<file path="src/rtl/plat_ctrl_regs.sv">
module plat_ctrl_regs #(
  parameter int ADDR_W   = 16,
  parameter int NUM_PCIE = 3
) (
  input  logic              clk,
  input  logic              rst_n,
  input  logic              req_valid,
  input  logic              req_write,
  input  logic [ADDR_W-1:0] req_addr,
  input  logic [1:0]        req_size,
  input  logic [31:0]       req_wdata,
  input  logic [7:0]        timer_mhz,
  input  logic [3:0]        ram_gb,
  input  logic [NUM_PCIE-1:0] pcie_en,
  output logic              rd_valid,
  output logic [31:0]       rd_data,
  output logic              sys_rst_req,
  output logic              acc_err
);
  localparam logic [1:0] SIZE_WORD = 2'd2;
  localparam logic [ADDR_W-1:0] OFS_ID0  = ADDR_W'('h000);
  localparam logic [ADDR_W-1:0] OFS_ID1  = ADDR_W'('h004);
  localparam logic [ADDR_W-1:0] OFS_ID2  = ADDR_W'('h008);
  localparam logic [ADDR_W-1:0] OFS_RST  = ADDR_W'('h010);
  localparam logic [ADDR_W-1:0] OFS_MEMS = ADDR_W'('h014);
  localparam logic [ADDR_W-1:0] OFS_PCIS = ADDR_W'('h018);
  localparam logic [ADDR_W-1:0] OFS_CLK  = ADDR_W'('h030);
  localparam logic [ADDR_W-1:0] OFS_OPTS = ADDR_W'('h034);
  localparam logic [ADDR_W-1:0] OFS_MEMC = ADDR_W'('h038);
  localparam int RST_BIT = 4;

  logic        size_ok, hit;
  logic [31:0] rval;

  assign size_ok = (req_size == SIZE_WORD);

  always_comb begin
    hit  = 1'b1;
    rval = 32'h0;
    case (req_addr)
      OFS_ID0, OFS_ID1, OFS_ID2, OFS_RST, OFS_PCIS: rval = 32'h0;
      OFS_MEMS: rval = 32'h0000_0005;
      OFS_CLK:  rval = {8'd1, 8'd1, timer_mhz, 8'd1};
      OFS_OPTS: rval = 32'({pcie_en, 1'b0});
      OFS_MEMC: rval = {16'h0, 12'hFFF, ram_gb};
      default:  hit  = 1'b0;
    endcase
  end

  always_ff @(posedge clk) begin
    if (!rst_n) begin
      rd_valid    <= 1'b0;
      rd_data     <= 32'h0;
      sys_rst_req <= 1'b0;
      acc_err     <= 1'b0;
    end else begin
      rd_valid    <= req_valid && !req_write;
      rd_data     <= (req_valid && !req_write && size_ok) ? rval : 32'h0;
      sys_rst_req <= req_valid && req_write && size_ok &&
                     (req_addr == OFS_RST) && req_wdata[RST_BIT];
      acc_err     <= req_valid && (!size_ok || !hit);
    end
  end
endmodule

</file>
<file path="config.mk">
export PLATFORM = sky130hd
export DESIGN_NAME = plat_ctrl_regs
export DESIGN_NICKNAME = d
export VERILOG_FILES = /design/src/rtl/plat_ctrl_regs.sv
export SDC_FILE = /design/constraint.sdc
export NUM_CORES = 1
export LEC_CHECK = 0
export ABC_AREA = 0
export BUFFER_PORTS_ARGS = -buffer_cell sky130_fd_sc_hd__buf_2
export CAP_MARGIN = 10
export CORE_ASPECT_RATIO = 0.6
export CORE_MARGIN = 1
export CORE_UTILIZATION = 35
export DETAILED_ROUTE_END_ITERATION = 10
export PLACE_DENSITY_LB_ADDON = 0.12
export RECOVER_POWER = 25
export SYNTH_ARGS = -nofsm -noshare
export SYNTH_HDL_FRONTEND = slang
export SYNTH_SLANG_ARGS = --single-unit
</file>
<file path="constraint.sdc">
create_clock -name clk -period 2 [get_ports clk]
set_input_delay 0.2 -clock clk [delete_from_list [all_inputs] [get_ports clk]]
set_output_delay 0.2 -clock clk [all_outputs]
set_load 0.01 [all_outputs]
</file>
==> results of run 1 <==
-- per-layer routing --
layer	GRT usage	vias to the layer above	wire, um
li1	-	418	-
met1	0.2047	349	1029
met2	0.2857	47	961
met3	0.06818	2	183
met4	0.02128	0	7
met5	0	-	0
-- flip-flops by register name (all words and copies together), names as in the netlist --
name,cells
rd_data,14
sys_rst_req,1
acc_err,1
rd_valid,1
-- stage by stage --
stage               instances  power (mW)
floorplan                 107      0.4108
global placement          175      0.4420
global route              179      0.7279
detailed placement        175      0.4445
CTS                       179      0.6972
finish                    179      0.6872
-- worst max path at each step --
| stage | from | endpoint | slack (ns) | depth (start not counted) |
|---|---|---|---|---|
| 3_5_place_dp | req_addr[3] | rd_data[14] | 0.61 | 4 |
| 4_1_cts | req_addr[3] | rd_data[14] | 0.87 | 4 |
| 3_3_place_gp | req_addr[11] | rd_data[2] | 0.62 | 4 |
| 6_report | req_addr[3] | rd_data[14] | 0.86 | 4 |
| 5_1_grt | req_addr[3] | rd_data[15] | 0.77 | 4 |
| 2_1_floorplan | req_addr[11] | rd_data[2] | 0.87 | 3 |
-- synthesized netlist by cell type --
cell	number
sky130_fd_sc_hd__or2_2	1
sky130_fd_sc_hd__nand3_2	2
sky130_fd_sc_hd__a211oi_1	3
sky130_fd_sc_hd__a2111oi_2	1
sky130_fd_sc_hd__inv_2	1
sky130_fd_sc_hd__nor3_2	1
sky130_fd_sc_hd__conb_1	1
sky130_fd_sc_hd__nor2_1	10
sky130_fd_sc_hd__o21ai_1	1
sky130_fd_sc_hd__inv_1	3
sky130_fd_sc_hd__o2111ai_1	1
sky130_fd_sc_hd__nor4_4	2
sky130_fd_sc_hd__buf_4	18
sky130_fd_sc_hd__nand2_1	4
sky130_fd_sc_hd__nand3_1	1
sky130_fd_sc_hd__o2111a_1	1
sky130_fd_sc_hd__nor3_1	8
sky130_fd_sc_hd__and3b_1	2
sky130_fd_sc_hd__clkbuf_1	2
sky130_fd_sc_hd__o211ai_1	1
sky130_fd_sc_hd__nor2b_1	1
sky130_fd_sc_hd__a41oi_1	1
sky130_fd_sc_hd__nand4_2	1
sky130_fd_sc_hd__nor4_1	3
sky130_fd_sc_hd__dfxtp_1	17
sky130_fd_sc_hd__a211oi_2	1
sky130_fd_sc_hd__nand4_1	6
-- logic make-up after synthesis --
group                  after synthesis
AND/OR/NAND/NOR                     42
buffers and inverters               24
flip-flops                          17
AO/OA/AOI/OAI                       10
other                                1
-- cell type report --
class | count | area share
Clock inverter | 1 | 0.004425
Inverter | 4 | 0.01327
Multi-Input combinational cell | 66 | 0.3650
Clock buffer | 3 | 0.03650
Tap cell | 30 | 0.03319
Timing Repair Buffer | 58 | 0.2467
Sequential cell | 17 | 0.3009
-- report_power, final --
part	switching (mW)	internal, mW	total, mW
logic	0.0587	0.0382	0.0969
registers	0.000563	0.340	0.341
clock network	0.112	0.138	0.249
==> flow_summary_export.csv, run 1 <==
group,metric,value,unit
run_status,run_status,"completed",
clocking,htreeDepth,1,
worst_setup_path,worstPathCellList,"buf_2 > a211oi_2 > o2111ai_1 > nor4_1",
layout,seqCellArea,340.3,um^2
clocking,cts_root_buffer,"sky130_fd_sc_hd__clkbuf_8",
place,dpl_worst_slack,0.6061,ns
global_routing,antenna_found_initial,0,
route,drcViolationCount,0,
route,postRouteWirelength,2181,um
layout,share_of_final_layout_standard_cells_stronger_than_drive_strength_1,0.4228,
floorplan,die_width,66.07,um
floorplan,floorplan.initialDensity,0.3841,
floorplan,num_io_pins,104,
global_routing,global_route_wire_length_before_repair,3077,um
sta,hold_ws,0.2072,ns
sta,total_count_of_max_transition_violations_in_the_final_report,0,
layout,final.fill_count,225,
layout,final_design_area_excluding_fillers,0.001131,mm^2
yosys,yosys.cell_types.count,27,
yosys,synth_top_family_by_area,"simple AND/OR/NAND/NOR gates",
sta,fin_crit_sh,0.5720,
clocking,path_clk_slew,0.07,ns
worst_setup_path,crit_required,2.15,ns
global_routing,groute.usage.overall,0.1664,
clocking,post_cts_resize_count,0,
worst_setup_path,critical_path.endpoint_type,"flop",
worst_setup_path,path_max_fanout,15,
worst_setup_path,critical_path.startpoint_type,"input port",
sta,hold_violations,0,
floorplan,placeable_core_region,0.002245,mm^2
clocking,cts_setup_buffers,0,
worst_setup_path,worst-setup-path-type,"input port to flop",
layout,number_of_antenna_diodes,0,
power,p_leak,0.5240,nW
yosys,yosysTopAreaCell,"sky130_fd_sc_hd__dfxtp_1",
layout,design.final.nets,219,
yosys,synth-warning-count,0,
worst_setup_path,critical-path-max-stage-delay,0.34,ns
yosys,syn_inst,94,
route,dr.first_iter.drc_count,21,
yosys,synth_area,862.1,um^2
hold_path,hold_path_startpoint,"timer_mhz[4]",
layout,commonest_non_fill_non_tap_cells_in_the_layout,"sky130_fd_sc_hd__buf_2, sky130_fd_sc_hd__dfxtp_1, sky130_fd_sc_hd__conb_1",
global_routing,gr-total-overflow,0,
yosys,synth_seq_cells,17,
power,power_density,607.6,mW/mm^2
hold_path,timing.hold.worst_path_depth,3,
place,post-dp-hpwl,1742,um
route,ant_nets,0,
yosys,synth_compound_area_frac,0.1060,
yosys,yosys-mux-area-fraction,0,
route,detail_route.wl_per_cell,12.18,um
hold_path,hold_ep,"rd_data[12]",
global_routing,first_global_vias,679,
clocking,cts-root-to-sink-buffers,2,
worst_setup_path,critical_path_arrival,1.30,ns
place,placed_cell_area,0.001096,mm^2
route,vias,816,
floorplan,num_rows,13,
worst_setup_path,critPathBufInv,1,
yosys,post_synth_main_area_contributors,"sky130_fd_sc_hd__dfxtp_1, sky130_fd_sc_hd__buf_4, sky130_fd_sc_hd__nor4_4",
yosys,basic_gate_share_of_the_synthesized_area_counting_and_or_nand_and_nor_cells,0.3120,
layout,post_layout_utilization_of_the_core,0.5039,
sta,timing.final.ws_setup,0.8560,ns
floorplan,die_height,40.45,um
clocking,clock_net_sink_count,17,
hold_path,worstHoldPathType,"input port to flop",
global_routing,grt_max_degree,16,
route,detailedRoute.firstPassIterationCount,4,
clocking,cts_inserted_buffers,3,
floorplan,die-area,0.002672,mm^2
run,max_cap_viol_count,0,
worst_setup_path,critPathSlowestCell,"sky130_fd_sc_hd__nor4_1",
yosys,synth.top_cell.area_share,0.3948,
power,peakVddDrop,0.3702,mV
sta,fmax,0.8741,GHz
worst_setup_path,critPathTopFamily,"compound AO/OA/AOI/OAI gates",
yosys,xor_and_xnor_fraction_of_the_mapped_netlist_area,0,
clocking,cts_tree,"built",
route,vias_per_cell,4.559,
yosys,fraction_of_the_yosys_area_taken_by_sequential_cells,0.3948,
place,place.gp.congestion,0.7394,
sta,min_cycle_time_layout,1.144,ns
layout,multi_input_combinational_cell_area,412.9,um^2
place,portBuffers,58,
sta,tns,0,ns
layout,syn_to_final_growth,31.20,%
sta,finalSetupViolCount,0,
yosys,synthAdderAreaFrac,0,
layout,most_common_cell_after_layout_fill_and_taps_aside,"sky130_fd_sc_hd__buf_2",
yosys,synth_area_per_cell,9.171,um^2
clocking,holdBufCountCts,0,
sta,rsz0062_at_grt,"no",
No activity file was read; power rests on OpenSTA's default activity.
==> run 2, diff against run 1 <==
--- a/config.mk
+++ b/config.mk
@@ -5,12 +5,12 @@
 export SDC_FILE = /design/constraint.sdc
 export NUM_CORES = 1
 export LEC_CHECK = 0
-export ABC_AREA = 0
+export ABC_AREA = 1
 export BUFFER_PORTS_ARGS = -buffer_cell sky130_fd_sc_hd__buf_2
 export CAP_MARGIN = 10
 export CORE_ASPECT_RATIO = 0.6
 export CORE_MARGIN = 1
-export CORE_UTILIZATION = 35
+export CORE_UTILIZATION = 34
 export DETAILED_ROUTE_END_ITERATION = 10
 export PLACE_DENSITY_LB_ADDON = 0.12
 export RECOVER_POWER = 25
==> constraint.sdc (replaced) <==
create_clock -name clk -period 1.2 [get_ports clk]
set_input_delay 0.12 -clock clk [delete_from_list [all_inputs] [get_ports clk]]
set_output_delay 0.12 -clock clk [all_outputs]
set_load 0.01 [all_outputs]
==> flow_summary_export.csv, run 2 <==
group,metric,value,unit
sta,fin_crit_sh,0.7844,
floorplan,num_rows,14,
worst_setup_path,critical_path.endpoint_type,"flop",
clocking,cts-root-to-sink-buffers,2,
yosys,synth-warning-count,0,
global_routing,first_global_vias,726,
place,post-dp-hpwl,1650,um
route,ant_nets,0,
layout,most_common_cell_after_layout_fill_and_taps_aside,"sky130_fd_sc_hd__buf_2",
global_routing,global_route_wire_length_before_repair,3139,um
clocking,post_cts_resize_count,0,
yosys,most_common_cell_in_the_netlist,"sky130_fd_sc_hd__nand2_1",
run_status,violations,"DRC",
run,max_cap_viol_count,0,
sta,rsz0062_at_grt,"no",
route,drcViolationCount,8,
yosys,synth_seq_cells,17,
layout,number_of_antenna_diodes,0,
global_routing,groute.usage.overall,0.1344,
clocking,holdBufCountCts,0,
worst_setup_path,critPathTopFamily,"simple AND/OR/NAND/NOR gates",
yosys,yosys.cell_types.count,22,
yosys,fraction_of_the_yosys_area_taken_by_sequential_cells,0.3523,
yosys,synth.top_cell.area_share,0.3523,
power,power_switching,245.0,uW
layout,largest_register_ffs,14,
global_routing,grt_max_degree,10,
hold_path,worstHoldPathType,"input port to flop",
clocking,path_clk_slew,0.06,ns
clocking,htreeDepth,1,
clocking,cts_inserted_buffers,3,
clocking,cts_tree,"built",
yosys,postSynth.asyncResetShare,0,
power,design_power_total,1.104,mW
layout,commonest_non_fill_non_tap_cells_in_the_layout,"sky130_fd_sc_hd__buf_2, sky130_fd_sc_hd__nand2_1, sky130_fd_sc_hd__dfxtp_1",
layout,design.final.nets,248,
yosys,synth_area_per_cell,8.117,um^2
route,detail_route.wl_per_cell,9.267,um
power,pwr-share-seq,0.515,
route,dr.first_iter.drc_count,45,
yosys,post_synth_most_frequent_cells,"sky130_fd_sc_hd__nand2_1, sky130_fd_sc_hd__buf_4, sky130_fd_sc_hd__dfxtp_1, sky130_fd_sc_hd__nand3_1, sky130_fd_sc_hd__nor2_1",
floorplan,floorplan.initialDensity,0.3726,
worst_setup_path,worst-setup-path-type,"input port to flop",
layout,multi_input_combinational_cell_area,489.2,um^2
place,place.gp.congestion,0.7536,
worst_setup_path,worstPathCellList,"buf_2 > nor2_1 > nand2_2 > nor2_4 > nand2_2 > nor3_4 > nand2_1 > nand2_1",
yosys,post_synth_main_area_contributors,"sky130_fd_sc_hd__dfxtp_1, sky130_fd_sc_hd__buf_4, sky130_fd_sc_hd__nand2_1",
route,postRouteWirelength,1946,um
worst_setup_path,critical_path.startpoint_type,"input port",
worst_setup_path,crit_required,1.39,ns
worst_setup_path,critical-path-max-stage-delay,0.24,ns
layout,top_reg_by_flops,"rd_data",
route,vias,870,
layout,syn_to_final_growth,29.53,%
yosys,synth_area,965.9,um^2
worst_setup_path,path_max_fanout,7,
sta,min_cycle_time_layout,0.9413,ns
power,p_int,858.9,uW
sta,hold_violations,0,
route,vias_per_cell,4.143,
yosys,syn_inst,119,
worst_setup_path,critPathSlowestCell,"sky130_fd_sc_hd__nor3_4",
global_routing,antenna_found_initial,0,
floorplan,die_width,70.81,um
floorplan,die-area,0.003065,mm^2
power,power_density,882.2,mW/mm^2
sta,tns,0,ns
yosys,yosysTopAreaCell,"sky130_fd_sc_hd__dfxtp_1",
sta,total_count_of_max_transition_violations_in_the_final_report,0,
worst_setup_path,critical_path_arrival,1.13,ns
layout,share_of_final_layout_standard_cells_stronger_than_drive_strength_1,0.4719,
layout,seqCellArea,340.3,um^2
yosys,synth_flop_cell,"sky130_fd_sc_hd__dfxtp_1",
power,peakVddDrop,0.6520,mV
clocking,clock_net_sink_count,17,
power,switching_share,0.2219,
place,portBuffers,58,
global_routing,gr-total-overflow,0,
power,p_leak,0.7018,nW
power,power_frac_comb,0.119,
route,detailedRoute.firstPassIterationCount,7,
floorplan,placeable_core_region,0.002592,mm^2
floorplan,num_io_pins,104,
yosys,synth_edf_count,0,
worst_setup_path,critPathBufInv,1,
floorplan,die_height,43.29,um
clocking,cts_setup_buffers,0,
clocking,cts_root_buffer,"sky130_fd_sc_hd__clkbuf_8",
sta,fmax,1.062,GHz
run_status,run_status,"finished with violations",
sta,finalSetupViolCount,0,
power,clock_group_share_of_total_power,0.366,
layout,final.fill_count,284,
[run 2: final timing paths]
kind,from,end,cells past startpoint
setup / recovery,req_addr[7],rd_data[11],8
hold / removal,timer_mhz[4],rd_data[12],3
[run 2: per-stage QoR]
stage          setup WS [ns]  cell area [um^2]  cells  hold slack (ns)    util
2_1_floorplan         0.2459              1015    132           0.1924       -
3_3_place_gp         0.01720              1221    206           0.3090  0.4710
3_5_place_dp         0.01610              1221    206           0.3106  0.4710
4_1_cts               0.2777              1266    210          0.05370  0.4884
5_1_grt               0.1184              1251    210          0.04814  0.4826
6_report              0.2587              1251    210          0.06127  0.4826
[run 2: worst min-delay path, cell delays in order]
cell and delay, ns:
sky130_fd_sc_hd__buf_2 0.07, sky130_fd_sc_hd__nand2_1 0.04, sky130_fd_sc_hd__nand2_1 0.04
[run 2: power groups by stage]
stage / Combinational [mW] / Sequential, mW / Clock (mW)
floorplan: 0.0889 / 0.582 / 0
global placement: 0.129 / 0.581 / 0
detailed placement: 0.132 / 0.580 / 0
CTS: 0.132 / 0.568 / 0.423
global route: 0.146 / 0.568 / 0.455
finish: 0.131 / 0.568 / 0.405
[run 2: logic make-up after synthesis]
kind of cell | Yosys count | share of synthesized area
AND/OR/NAND/NOR | 66 | 0.3873
flip-flops | 17 | 0.3523
other | 1 | 0.003882
buffers and inverters | 27 | 0.1826
AO/OA/AOI/OAI | 8 | 0.07383
[run 2: area by class of cell]
cell class	count	share of cell area
multi-input combinational	88	0.3910
inverter	8	0.02400
sequential	17	0.2720
timing repair buffer	61	0.2450
clock buffer	4	0.03600
tap	32	0.03200
[run 2: per-layer routing]
| metal | vias up | global-route usage | routed length [um] |
|---|---|---|---|
| met2 | 47 | 0.1962 | 833 |
| met4 | 0 | 0.02400 | 0 |
| met1 | 363 | 0.1793 | 906 |
| li1 | 460 | - | - |
| met5 | - | 0 | 0 |
| met3 | 0 | 0.06651 | 207 |
==> run 3, diff against run 2 <==
==> constraint.sdc (replaced) <==
create_clock -name clk -period 0.9 [get_ports clk]
set_input_delay 0.09 -clock clk [delete_from_list [all_inputs] [get_ports clk]]
set_output_delay 0.09 -clock clk [all_outputs]
set_load 0.01 [all_outputs]
==> flow_summary_export.csv, run 3 (synthesis gave the netlist of run 2 again) <==
group,metric,value,unit
worst_setup_path,critical_path_arrival,1.07,ns
layout,final.fill_count,245,
worst_setup_path,crit_required,1.08,ns
clocking,htreeDepth,1,
sta,rsz0062_at_grt,"yes",
sta,hold_ws,0.02679,ns
run,max_cap_viol_count,0,
sta,fin_crit_sh,0.9829,
place,dpl.cell_count,215,
route,detail_route.wl_per_cell,9.509,um
floorplan,num_io_pins,104,
layout,post_layout_nonfiller_instances,222,
worst_setup_path,critical_path.endpoint_type,"flop",
clocking,cts_tree,"built",
global_routing,first_global_vias,828,
global_routing,global_route_wire_length_before_repair,3263,um
route,vias_per_cell,4.167,
clocking,clock_net_sink_count,17,
layout,share_of_final_layout_standard_cells_stronger_than_drive_strength_1,0.5684,
power,p_leak,0.8330,nW
clocking,cts_root_buffer,"sky130_fd_sc_hd__clkbuf_8",
global_routing,grt_max_degree,10,
run_status,run_status,"finished with violations",
floorplan,die-area,0.003065,mm^2
floorplan,die_height,43.29,um
power,power_density,1052,mW/mm^2
worst_setup_path,worst-setup-path-type,"input port to flop",
route,dr.first_iter.drc_count,15,
clocking,cts_inserted_buffers,3,
clocking,path_clk_slew,0.06,ns
worst_setup_path,path_max_fanout,5,
sta,total_count_of_max_transition_violations_in_the_final_report,0,
worst_setup_path,critical-path-max-stage-delay,0.20,ns
clocking,cts-root-to-sink-buffers,2,
route,vias,925,
hold_path,worstHoldPathType,"input port to flop",
global_routing,gr-total-overflow,0,
sta,finalSetupViolCount,0,
floorplan,floorplan.initialDensity,0.3726,
layout,commonest_non_fill_non_tap_cells_in_the_layout,"sky130_fd_sc_hd__buf_2, sky130_fd_sc_hd__nand2_1, sky130_fd_sc_hd__dfxtp_1",
clocking,holdBufCountCts,0,
place,post-dp-hpwl,1752,um
floorplan,num_rows,14,
sta,fmax,1.130,GHz
route,ant_nets,0,
sta,min_cycle_time_layout,0.8846,ns
sta,hold_violations,0,
route,drcViolationCount,6,
worst_setup_path,worstPathCellList,"buf_2 > nor2_2 > nand2_1 > nor2_4 > nand3_1 > nand2_4 > inv_6 > a21boi_2",
run_status,violations,"DRC",
route,postRouteWirelength,2111,um
global_routing,antenna_found_initial,0,
layout,syn_to_final_growth,51.42,%
route,detailedRoute.firstPassIterationCount,7,
floorplan,die_width,70.81,um
power,peakVddDrop,0.7182,mV
layout,largest_register_ffs,14,
layout,most_common_cell_after_layout_fill_and_taps_aside,"sky130_fd_sc_hd__buf_2",
place,place.gp.congestion,0.7894,
place,portBuffers,58,
floorplan,placeable_core_region,0.002592,mm^2
layout,top_reg_by_flops,"rd_data",
worst_setup_path,critPathSlowestCell,"sky130_fd_sc_hd__nor2_4",
layout,design.final.nets,260,
layout,number_of_antenna_diodes,0,
global_routing,groute.usage.overall,0.1398,
worst_setup_path,critical_path.startpoint_type,"input port",
-- run 3: cell count changes in the layout (fill, tap and decap cells not counted), moves of 3 or more --
cell,change
sky130_fd_sc_hd__buf_4,+10
sky130_fd_sc_hd__nand2_2,-3
sky130_fd_sc_hd__nand2_4,+4
sky130_fd_sc_hd__nor2_4,+5
sky130_fd_sc_hd__nor2_1,-5
sky130_fd_sc_hd__clkbuf_1,-3
sky130_fd_sc_hd__buf_2,-3
sky130_fd_sc_hd__buf_6,+7
-- run 3: where the power goes --
group,internal (mW),total (mW),switching (mW),leakage (nW)
clock,0.313,0.542,0.229,0.0228
sequential,0.757,0.757,0.000827,0.137
combinational,0.116,0.239,0.123,0.673
total,1.19,1.54,0.353,0.833
-- run 3: worst max-delay path: cells and delay by family --
kind,cells,cell delay (ns)
compound gates,1,0.12
buf+inv,2,0.14
simple gates,5,0.72
-- run 3: worst paths after layout --
check / start / endpoint / slack, ns / cells after the start
setup / recovery: req_size[0] / rd_data[14] / 0.02 / 8
hold / removal: timer_mhz[5] / rd_data[13] / 0.03 / 3
-- run 3: area by class of cell --
cell class                      count  area (um^2)  area share
Multi-Input combinational cell     88        560.5      0.3832
Timing Repair Buffer               73        441.7      0.3020
Sequential cell                    17        340.3      0.2327
Clock buffer                        4        45.04     0.03080
Tap cell                           32        40.04     0.02737
Inverter                            8        35.03     0.02395
-- run 3: metal layers --
metal  part of all wire  up-vias  wire, um  GRT usage
met3              0.081        2       172    0.05226
met1               0.46      402       965     0.1671
li1                   -      484         -          -
met2               0.46       37       965     0.2442
met5                  0        -         0          0
met4             0.0038        0         8    0.02400
-- run 3: through the flow --
step | setup WS [ns] | power [mW] | TNS [ns] | area, um^2 | utilization
2_1_floorplan | -0.0004527 | 0.9024 | -0.001818 | 1045 | -
3_5_place_dp | -0.2112 | 0.9829 | -2.513 | 1319 | 0.5087
6_report | 0.01539 | 1.539 | 0 | 1463 | 0.5642
3_3_place_gp | -0.2170 | 0.9789 | -2.521 | 1319 | 0.5087
4_1_cts | 0.04482 | 1.538 | 0 | 1364 | 0.5261
5_1_grt | -0.08296 | 1.618 | -0.5699 | 1463 | 0.5642
-- run 3: repair_timing --
item                                    CTS  global route
setup buffers                             0             3
endpoints found under the setup margin    0            11
gates resized for setup                   0            17
